File: config.mk
export PLATFORM = sky130hd
export DESIGN_NAME = dly_ram_line
export DESIGN_NICKNAME = d
export VERILOG_FILES = /design/src/rtl/dly_pkg.sv /design/src/rtl/dly_ptr_ctrl.sv /design/src/rtl/dly_store.sv /design/src/rtl/dly_out_stage.sv /design/src/rtl/dly_ram_line.sv
export SDC_FILE = /design/constraint.sdc
export NUM_CORES = 1
export LEC_CHECK = 0
export ABC_AREA = 1
export BUFFER_PORTS_ARGS = -buffer_cell sky130_fd_sc_hd__buf_4
export CORE_MARGIN = 2
export CORE_UTILIZATION = 55
export CTS_CLUSTER_DIAMETER = 50
export CTS_CLUSTER_SIZE = 24
export DETAILED_ROUTE_END_ITERATION = 10
export PLACE_DENSITY = 0.77
export SKIP_CTS_REPAIR_TIMING = 1
export SLEW_MARGIN = 0
export SYNTH_ARGS = -nofsm -noshare
export SYNTH_HDL_FRONTEND = slang
export SYNTH_SLANG_ARGS = --single-unit
File: constraint.sdc
create_clock -name clk -period 6.2 [get_ports clk]
set_clock_uncertainty 0.05 [all_clocks]
set_input_delay 0.31 -clock clk [delete_from_list [all_inputs] [get_ports clk]]
set_output_delay 0.31 -clock clk [all_outputs]
set_load 0.02 [all_outputs]
File: src/rtl/dly_pkg.sv
// Package: shared control record for the RAM-backed delay line.
// Assumes nothing; holds only types.
package dly_pkg;

    // Per-cycle control passed from the address controller to the output stage.
    typedef struct packed {
        logic step;     // the line advances on this edge
        logic restart;  // the delay setting differs from the applied one
        logic fill_ok;  // enough samples exist for the requested delay
        logic fwd;      // read and write hit the same row (delay 1)
    } dly_ctl_t;

endpackage

File: src/rtl/dly_ptr_ctrl.sv
// Module: address controller. Holds the write and read addresses, the applied
// delay and a saturating count of samples written since the last restart.
// Assumes the array has 2**DLY_W rows and a delay of at most 2**DLY_W - 1.
module dly_ptr_ctrl
    import dly_pkg::*;
#(
    parameter int DLY_W = 6
) (
    input  logic             clk,
    input  logic             rst_n,
    input  logic             shift_en,
    input  logic [DLY_W-1:0] dly_sel,
    output logic [DLY_W-1:0] wr_addr,
    output logic [DLY_W-1:0] rd_addr,
    output dly_ctl_t         ctl
);
    localparam int DEPTH = 1 << DLY_W;
    localparam int CNT_W = DLY_W + 1;
    localparam logic [CNT_W-1:0] CNT_MAX = CNT_W'(DEPTH);

    logic [DLY_W-1:0] wr_q, rd_q, dly_q, rd_use;
    logic [CNT_W-1:0] cnt_q, cnt_base, cnt_next;
    logic             restart;

    // Detect a new delay setting and pick the read address for this cycle.
    always_comb begin
        restart  = (dly_sel != dly_q);
        rd_use   = restart ? DLY_W'(wr_q - dly_sel + 1'b1) : rd_q;
        cnt_base = restart ? '0 : cnt_q;
        if (shift_en && cnt_base != CNT_MAX)
            cnt_next = cnt_base + 1'b1;
        else
            cnt_next = cnt_base;
    end

    // Build the control record for the output stage.
    always_comb begin
        ctl.step    = shift_en;
        ctl.restart = restart;
        ctl.fwd     = (rd_use == wr_q);
        ctl.fill_ok = shift_en && (dly_sel != '0) && (cnt_next >= {1'b0, dly_sel});
    end

    // Advance the addresses, track the applied delay and the fill count.
    always_ff @(posedge clk) begin
        if (!rst_n) begin
            wr_q  <= DLY_W'(DEPTH - 1);
            rd_q  <= '0;
            dly_q <= '0;
            cnt_q <= '0;
        end else begin
            dly_q <= dly_sel;
            cnt_q <= cnt_next;
            wr_q  <= shift_en ? DLY_W'(wr_q + 1'b1) : wr_q;
            rd_q  <= shift_en ? DLY_W'(rd_use + 1'b1) : rd_use;
        end
    end

    assign wr_addr = wr_q;
    assign rd_addr = rd_use;

    // an enabled edge moves the write address by exactly one, with wrap.
    a_r2_wr_advance: assert property (@(posedge clk) disable iff (!rst_n)
        shift_en |=> wr_q == DLY_W'($past(wr_q) + 1'b1));

    // the read address keeps the spacing set by the applied delay.
    a_r5_spacing: assert property (@(posedge clk) disable iff (!rst_n)
        rd_q == DLY_W'(wr_q - dly_q + 1'b1));

    // with no step and no change, both addresses stay put.
    a_r7_addr_hold: assert property (@(posedge clk) disable iff (!rst_n)
        (!shift_en && !restart) |=> ($stable(wr_q) && $stable(rd_q)));

endmodule

File: src/rtl/dly_store.sv
// Module: sample array. Writes one row per enabled edge and has an
// asynchronous read port. Assumes the caller never reads a row it has not
// written since the last restart.
module dly_store #(
    parameter int DATA_W = 8,
    parameter int DLY_W  = 6
) (
    input  logic              clk,
    input  logic              we,
    input  logic [DLY_W-1:0]  wr_addr,
    input  logic [DATA_W-1:0] wr_data,
    input  logic [DLY_W-1:0]  rd_addr,
    output logic [DATA_W-1:0] rd_data
);
    localparam int DEPTH = 1 << DLY_W;

    logic [DATA_W-1:0] mem [DEPTH];

    // Store the incoming sample in the row under the write address.
    always_ff @(posedge clk) begin
        if (we)
            mem[wr_addr] <= wr_data;
    end

    assign rd_data = mem[rd_addr];

endmodule

File: src/rtl/dly_out_stage.sv
// Module: output stage. Loads the delayed sample into a register, forwarding
// the live input when the delay is one, forcing zero during fill, and muxes
// in the bypass for a zero delay. Assumes the control record is the same cycle's.
module dly_out_stage
    import dly_pkg::*;
#(
    parameter int DATA_W = 8
) (
    input  logic              clk,
    input  logic              rst_n,
    input  dly_ctl_t          ctl,
    input  logic              bypass,
    input  logic [DATA_W-1:0] din,
    input  logic [DATA_W-1:0] rd_data,
    output logic [DATA_W-1:0] dout
);
    logic [DATA_W-1:0] pick, out_q;

    // Choose between the stored row and the sample being written now.
    always_comb begin
        pick = ctl.fwd ? din : rd_data;
    end

    // Load, hold or clear the output register.
    always_ff @(posedge clk) begin
        if (!rst_n)
            out_q <= '0;
        else if (ctl.step)
            out_q <= ctl.fill_ok ? pick : '0;
        else if (ctl.restart)
            out_q <= '0;
    end

    assign dout = bypass ? din : out_q;

    // a step made before the line has filled leaves a zero output.
    a_r6_zero_fill: assert property (@(posedge clk) disable iff (!rst_n)
        (ctl.step && !ctl.fill_ok) |=> out_q == '0);

    // without a step or a change the output register holds.
    a_r7_out_hold: assert property (@(posedge clk) disable iff (!rst_n)
        (!ctl.step && !ctl.restart) |=> $stable(out_q));

    // a change seen while stalled clears the output register.
    a_r8_stall_clear: assert property (@(posedge clk) disable iff (!rst_n)
        (!ctl.step && ctl.restart) |=> out_q == '0);

endmodule

File: src/rtl/dly_ram_line.sv
// Module: top of the RAM-backed programmable delay line. Ties the address
// controller, the sample array and the output stage together.
// Assumes the delay field selects 0 to 2**DLY_W - 1 stages.
module dly_ram_line
    import dly_pkg::*;
#(
    parameter int DATA_W = 8,
    parameter int DLY_W  = 6
) (
    input  logic              clk,
    input  logic              rst_n,
    input  logic              shift_en,
    input  logic [DLY_W-1:0]  dly_sel,
    input  logic [DATA_W-1:0] din,
    output logic [DATA_W-1:0] dout
);
    logic [DLY_W-1:0]  wr_addr, rd_addr;
    logic [DATA_W-1:0] rd_data;
    dly_ctl_t          ctl;

    dly_ptr_ctrl #(.DLY_W(DLY_W)) u_ctrl (
        .clk      (clk),
        .rst_n    (rst_n),
        .shift_en (shift_en),
        .dly_sel  (dly_sel),
        .wr_addr  (wr_addr),
        .rd_addr  (rd_addr),
        .ctl      (ctl)
    );

    dly_store #(.DATA_W(DATA_W), .DLY_W(DLY_W)) u_store (
        .clk     (clk),
        .we      (ctl.step),
        .wr_addr (wr_addr),
        .wr_data (din),
        .rd_addr (rd_addr),
        .rd_data (rd_data)
    );

    dly_out_stage #(.DATA_W(DATA_W)) u_out (
        .clk     (clk),
        .rst_n   (rst_n),
        .ctl     (ctl),
        .bypass  (dly_sel == '0),
        .din     (din),
        .rd_data (rd_data),
        .dout    (dout)
    );

endmodule

==> results of run 1 <==
## layer usage
layer	share of wire [%]	vias to the layer above
met2	47	963
li1	-	8088
met4	3.3	0
met3	11	134
met5	0	-
met1	39	8312
## state kept, by name (all words and copies together) (netlist names)
signal,flops
u_ctrl.wr_addr,6
u_store.mem,512
u_ctrl.rd_q,6
u_ctrl.cnt_q,7
u_ctrl.dly_q,6
u_out.out_q,8
## through the flow
stage / cell area, um^2 / instances / util [%] / hold WS [ns]
2_1_floorplan: 24810 / 2543 / - / 0.3535
3_3_place_gp: 25280 / 3063 / 56.91 / 0.4342
3_5_place_dp: 25280 / 3063 / 56.91 / 0.4397
4_1_cts: 26750 / 3140 / 60.23 / -0.1382
5_1_grt: 26840 / 3149 / 60.43 / 0.07231
6_report: 26840 / 3149 / 60.43 / 0.04970
## cell usage in the layout, fill, tap and decap left out, types with 6 or more instances in the layout
cell	instances
edfxtp_1	512
o21ai_0	51
dfxtp_1	33
xor2_1	12
inv_1	484
nand3b_1	8
a21oi_1	86
clkbuf_16	45
nand2_1	653
mux2_2	8
nand3_1	307
buf_4	36
ha_1	19
nor3_1	10
dlygate4sd3_1	9
inv_2	10
clkinvlp_4	6
nor2_1	202
## worst max-delay path, cell delays in order, from the launching register on
cell and delay [ns]:
dfxtp_1 0.43, inv_1 0.16, ha_1 0.30, inv_1 0.04, ha_1 0.27, nand2_2 0.09
nand2_4 0.52, inv_2 0.88, buf_4 0.46, nand3_1 0.16, nand3_1 0.21, nand2_1 0.12
nand3_1 0.09, nand3_1 0.12, nand3_1 0.10, nand2_1 0.07, a21oi_1 0.12
## logic make-up after synthesis
logic type,synth area share [%]
muxes,0.3631
DFF,64.63
adders and majority gates,1.039
and+or+nand+nor,20.62
buffers and inverters,9.894
xor gates and xnor gates,0.4589
AOI/OAI and AO/OA,2.995
## power by group
group / total, uW / switching (uW) / internal (uW)
clock network: 2880 / 1400 / 1480
logic: 1610 / 1190 / 423
registers: 4080 / 21.6 / 4060
## worst min path at each step
stage	depth (start not counted)	to	start
finish	2	u_ctrl.wr_addr[1]	shift_en
global route	2	u_ctrl.wr_addr[1]	shift_en
CTS	3	u_ctrl.dly_q[0]	dly_sel[0]
detailed placement	2	u_out.out_q[3]	u_out.out_q[3]
global placement	2	u_out.out_q[2]	u_out.out_q[2]
floorplan	2	u_ctrl.dly_q[0]	dly_sel[0]
## cell type report
class,instances,area (um^2),area share (%)
clock buffers,46,1140,4.247
clock inverters,31,335.3,1.249
inverters,494,1854,6.908
multi-input cells,1395,6355,23.68
flip-flops and latches,545,16040,59.74
well taps,592,740.7,2.760
repair buffers,46,380.4,1.417
==> results.toml, run 1 <==
[floorplan]
core.rowCount = 77
dieArea_mm2 = 0.04683
core-area_mm2 = 0.04441
io_pins = 25
start_util_pct = 55.86
die_height_um = 216.4
die_x_um = 216.4

[setup_path]
cp_max_fo = 69
crit_arrival_ns = 4.78
rrSetupSlack_ns = 1.89
endpoint = "u_out.out_q[1]"
endpoint_kind = "register"
worstSetupStartpointType = "register"
rr_startpoint = "u_ctrl.wr_addr[1]"
r2r-end = "u_out.out_q[1]"
crit_type = "reg2reg"
ff2ff_path_depth = 16
crit_required_ns = 6.67
worstSetupStartpoint = "u_ctrl.wr_addr[1]"

[timing]
tns_ns = 0
min_period_over_period_pct = 69.56
slew_headroom_pct = 14.65
finalSetupViolCount = 0
drv_slew = 0
fin_crit_ns = 4.313
setup_ws_ns = 1.887
tightest_slew_ns = 1.277
rsz0062_at_grt = "no"
fmax_mhz = 231.9
finalHoldViolCount = 0

[clock_tree]
clock_path_buffers = 3
cts-root-buf = "clkbuf_16"
cts_tree = "yes"
clkTransAtPathRegs_ns = 0.08
cts.htree.levels = 2
clock_sinks = 545
clock_latency_ns = 0.59
numCtsBuffers = 42

[synthesis]
yosysMostFrequentCell = "nand2_1"
synth_nets = 2580
yosys.cell_types.count = 39
synthFlopType = "edfxtp_1"
synth-seq-cells = 545
synth_top_area_cell = "edfxtp_1"
seq_area_frac_synth_pct = 64.63
synth_warnings = 0
synth_area_leaders = "edfxtp_1 62%, nand2_1 9.9%, inv_1 7.3%, nand3_1 6.2%, nor2_1 3.1%"
postSynth.asyncResetShare_pct = 0
netlist.area_leader.share_pct = 61.97
synthTopCellsByCount = "653 x nand2_1, 512 x edfxtp_1, 484 x inv_1, 307 x nand3_1, 202 x nor2_1"
synth.cell_area_mm2 = 0.02481
netlist_instances = 2543
syn_avg_cell_area_um2 = 9.757
synth-edff-count = 512

[grt]
globalRouteOverflowTotal = 0
grt_usage_pct = 26.72
grtUsageMet3_pct = 5.291
antenna_found_initial = 2
grt_pass1_vias = 16911
use_met1_pct = 36.69
busiest_layer = "met2"
met2_usage_pct = 42.34
grt_max_degree = 174
grt_pass1_wl_um = 95340

[routing]
drt_first_pass_iters = 6
postRouteAntennaNets = 0
drt_wl_total_um = 62070
vias_per_cell = 5.556
remaining_drc_errors = 0
drt_iter0_drc = 2446
wl_per_cell_um = 19.71
vias = 17497

[power_and_ir_drop]
fin_total_pwr_uw = 8568
max-vdd-ir-drop_uv = 186.6
power_density_mw_per_mm2 = 319.2
p_leak_uw = 0.01145

[placed_design]
place_hpwl_um = 37300
place_congestion = 0.9339
port_buffers = 24
place_ws_ns = 1.924

[finish]
drive_above_1_share_pct = 6.101
final_nets = 2561
insertedDiodeCount = 0
fill_cells = 3462
syn_to_final_growth_pct = 8.179

[min_path]
hp-class = "in2reg"

[run_status]
status = "complete, no violations"

[job]
drv_cap = 0
(Power assumes the default switching activity.)
==> inputs of run 2 (changes only) <==
- clock period: 6.2 -> 4.2 ns (I/O delays scaled with it)
==> run 2 against run 1 <==
  * Clock-buffer cell count rose by 1
  * Non-clock buffer count rose by 19
  * Clock power rose by 46%
  * Cell count rose by 0.64%
  * Critical endpoint is now u_out.out_q[4]
  * Highest routed layer is now met5
==> results.toml, run 2 (synthesis results as in run 1) <==
[run_status]
status = "complete, no violations"

[routing]
vias = 17275
drt_first_pass_iters = 6
vias_per_cell = 5.451
wl_per_cell_um = 19.19
drt_wl_total_um = 60810
remaining_drc_errors = 0
drt_iter0_drc = 2449
postRouteAntennaNets = 0

[power_and_ir_drop]
power_density_mw_per_mm2 = 468.3
p_leak_uw = 0.01157
max-vdd-ir-drop_uv = 302.4

[setup_path]
crit_required_ns = 4.59
path_cells = "inv_1, ha_1, inv_1, ha_1, fa_1, inv_1, nand2_1, o21ai_4, buf_4, xor2_1, a21oi_1, nand4_2, nor2_1, nor2_1, nand2_1, a21oi_1"
path_buf_inv = 4
crit_path_frequent_cell = "inv_1"
endpoint_kind = "register"
cpPeakStageDelay_ns = 0.51
crit_arrival_ns = 4.10
cp_top_family = "adder cells"
crit_cells = 16
worstSetupStartpointType = "register"
ff2ff_path_depth = 16
cp_slowest_cell = "fa_1"
crit_type = "reg2reg"
cp_max_fo = 25

[grt]
globalRouteOverflowTotal = 0
antenna_found_initial = 1
grt_usage_pct = 26.19
grt_pass1_vias = 16320
grt_max_degree = 97
grt_pass1_wl_um = 93280

[floorplan]
start_util_pct = 55.86
dieArea_mm2 = 0.04683
die_x_um = 216.4
io_pins = 25
core-area_mm2 = 0.04441
core.rowCount = 77
die_height_um = 216.4

[finish]
top_register = "u_store.mem"
drive_above_1_share_pct = 6.674
final_nets = 2580
multi_input_area_mm2 = 0.006355
final_common_cell = "nand2_1"
fill_cells = 3420
final_cell_mix = "653 x nand2_1, 512 x edfxtp_1, 484 x inv_1"
top_regs = "u_store.mem (512), u_out.out_q (8), u_ctrl.cnt_q (7)"
fin_area_mm2 = 0.02706
regArea_mm2 = 0.01604
insertedDiodeCount = 0
syn_to_final_growth_pct = 9.082
largest_reg_flops = 512
postLayoutCoreUtil_pct = 60.94

[timing]
finalSetupViolCount = 0
fmax_mhz = 269.2
finalHoldViolCount = 0
drv_slew = 0
slew_headroom_pct = 33.42
min_period_over_period_pct = 88.44
holdWs_ns = 0.006521
tightest_slew_ns = 0.9921
rsz0062_at_grt = "no"
tns_ns = 0
fin_crit_ns = 3.715

[clock_tree]
numCtsBuffers = 42
clkTransAtPathRegs_ns = 0.08
clock_path_buffers = 3
cts-root-buf = "clkbuf_16"
clock_latency_ns = 0.60
clock_sinks = 545
cts_tree = "yes"
cts.htree.levels = 2

[placed_design]
port_buffers = 24
dpl_cell_area_mm2 = 0.02546
place_hpwl_um = 36790
place_congestion = 0.9403

[job]
drv_cap = 0

[min_path]
hp-class = "in2reg"
holdPathStages = 2
==> run 2: worst paths after layout <==
path	from	to	slack (ns)
worst max register to register	u_ctrl.wr_addr[1]	u_out.out_q[4]	0.49
worst min register to register	u_out.out_q[4]	u_out.out_q[4]	0.44
worst max-delay path	u_ctrl.wr_addr[1]	u_out.out_q[4]	0.49
worst min-delay path	shift_en	u_ctrl.wr_addr[1]	0.007
==> run 2: area by class of cell <==
cell class | count | area share (%)
Clock buffer | 47 | 4.225
Clock inverter | 31 | 1.211
Inverter | 494 | 6.851
Multi-Input combinational cell | 1395 | 23.48
Sequential cell | 545 | 59.25
Tap cell | 592 | 2.737
Timing Repair Buffer | 65 | 2.247
==> run 2: worst register-to-register path: stages, from the launching register on <==
cell and delay [ns]:
dfxtp_1 0.42, inv_1 0.13, ha_1 0.29, inv_1 0.04, ha_1 0.20, fa_1 0.51, inv_1 0.07, nand2_1 0.08
o21ai_4 0.29, buf_4 0.44, xor2_1 0.11, a21oi_1 0.17, nand4_2 0.35, nor2_1 0.21, nor2_1 0.08, nand2_1 0.07
a21oi_1 0.06
==> run 2: per-stage QoR <==
step                cells  total power, uW  setup WS [ns]
floorplan            2543             7707         0.7700
global placement     3078             8476         0.5957
detailed placement   3078             8517         0.5600
CTS                  3156            12640         0.5518
global route         3169            13100         0.1061
finish               3169            12670         0.4855
==> run 2: layer usage <==
| layer | track usage (%) | vias to the layer above | routed length (um) |
|---|---|---|---|
| met5 | 0 | - | 12 |
| met4 | 10.94 | 2 | 2511 |
| met3 | 5.628 | 156 | 6676 |
| met2 | 40.77 | 942 | 27710 |
| met1 | 35.96 | 8027 | 23890 |
| li1 | - | 8148 | - |
==> run 2: power by group <==
| part | internal (uW) | switching [uW] | total (uW) |
|---|---|---|---|
| Sequential | 5990 | 28.8 | 6020 |
| Clock | 2090 | 2110 | 4200 |
| Combinational | 682 | 1780 | 2460 |
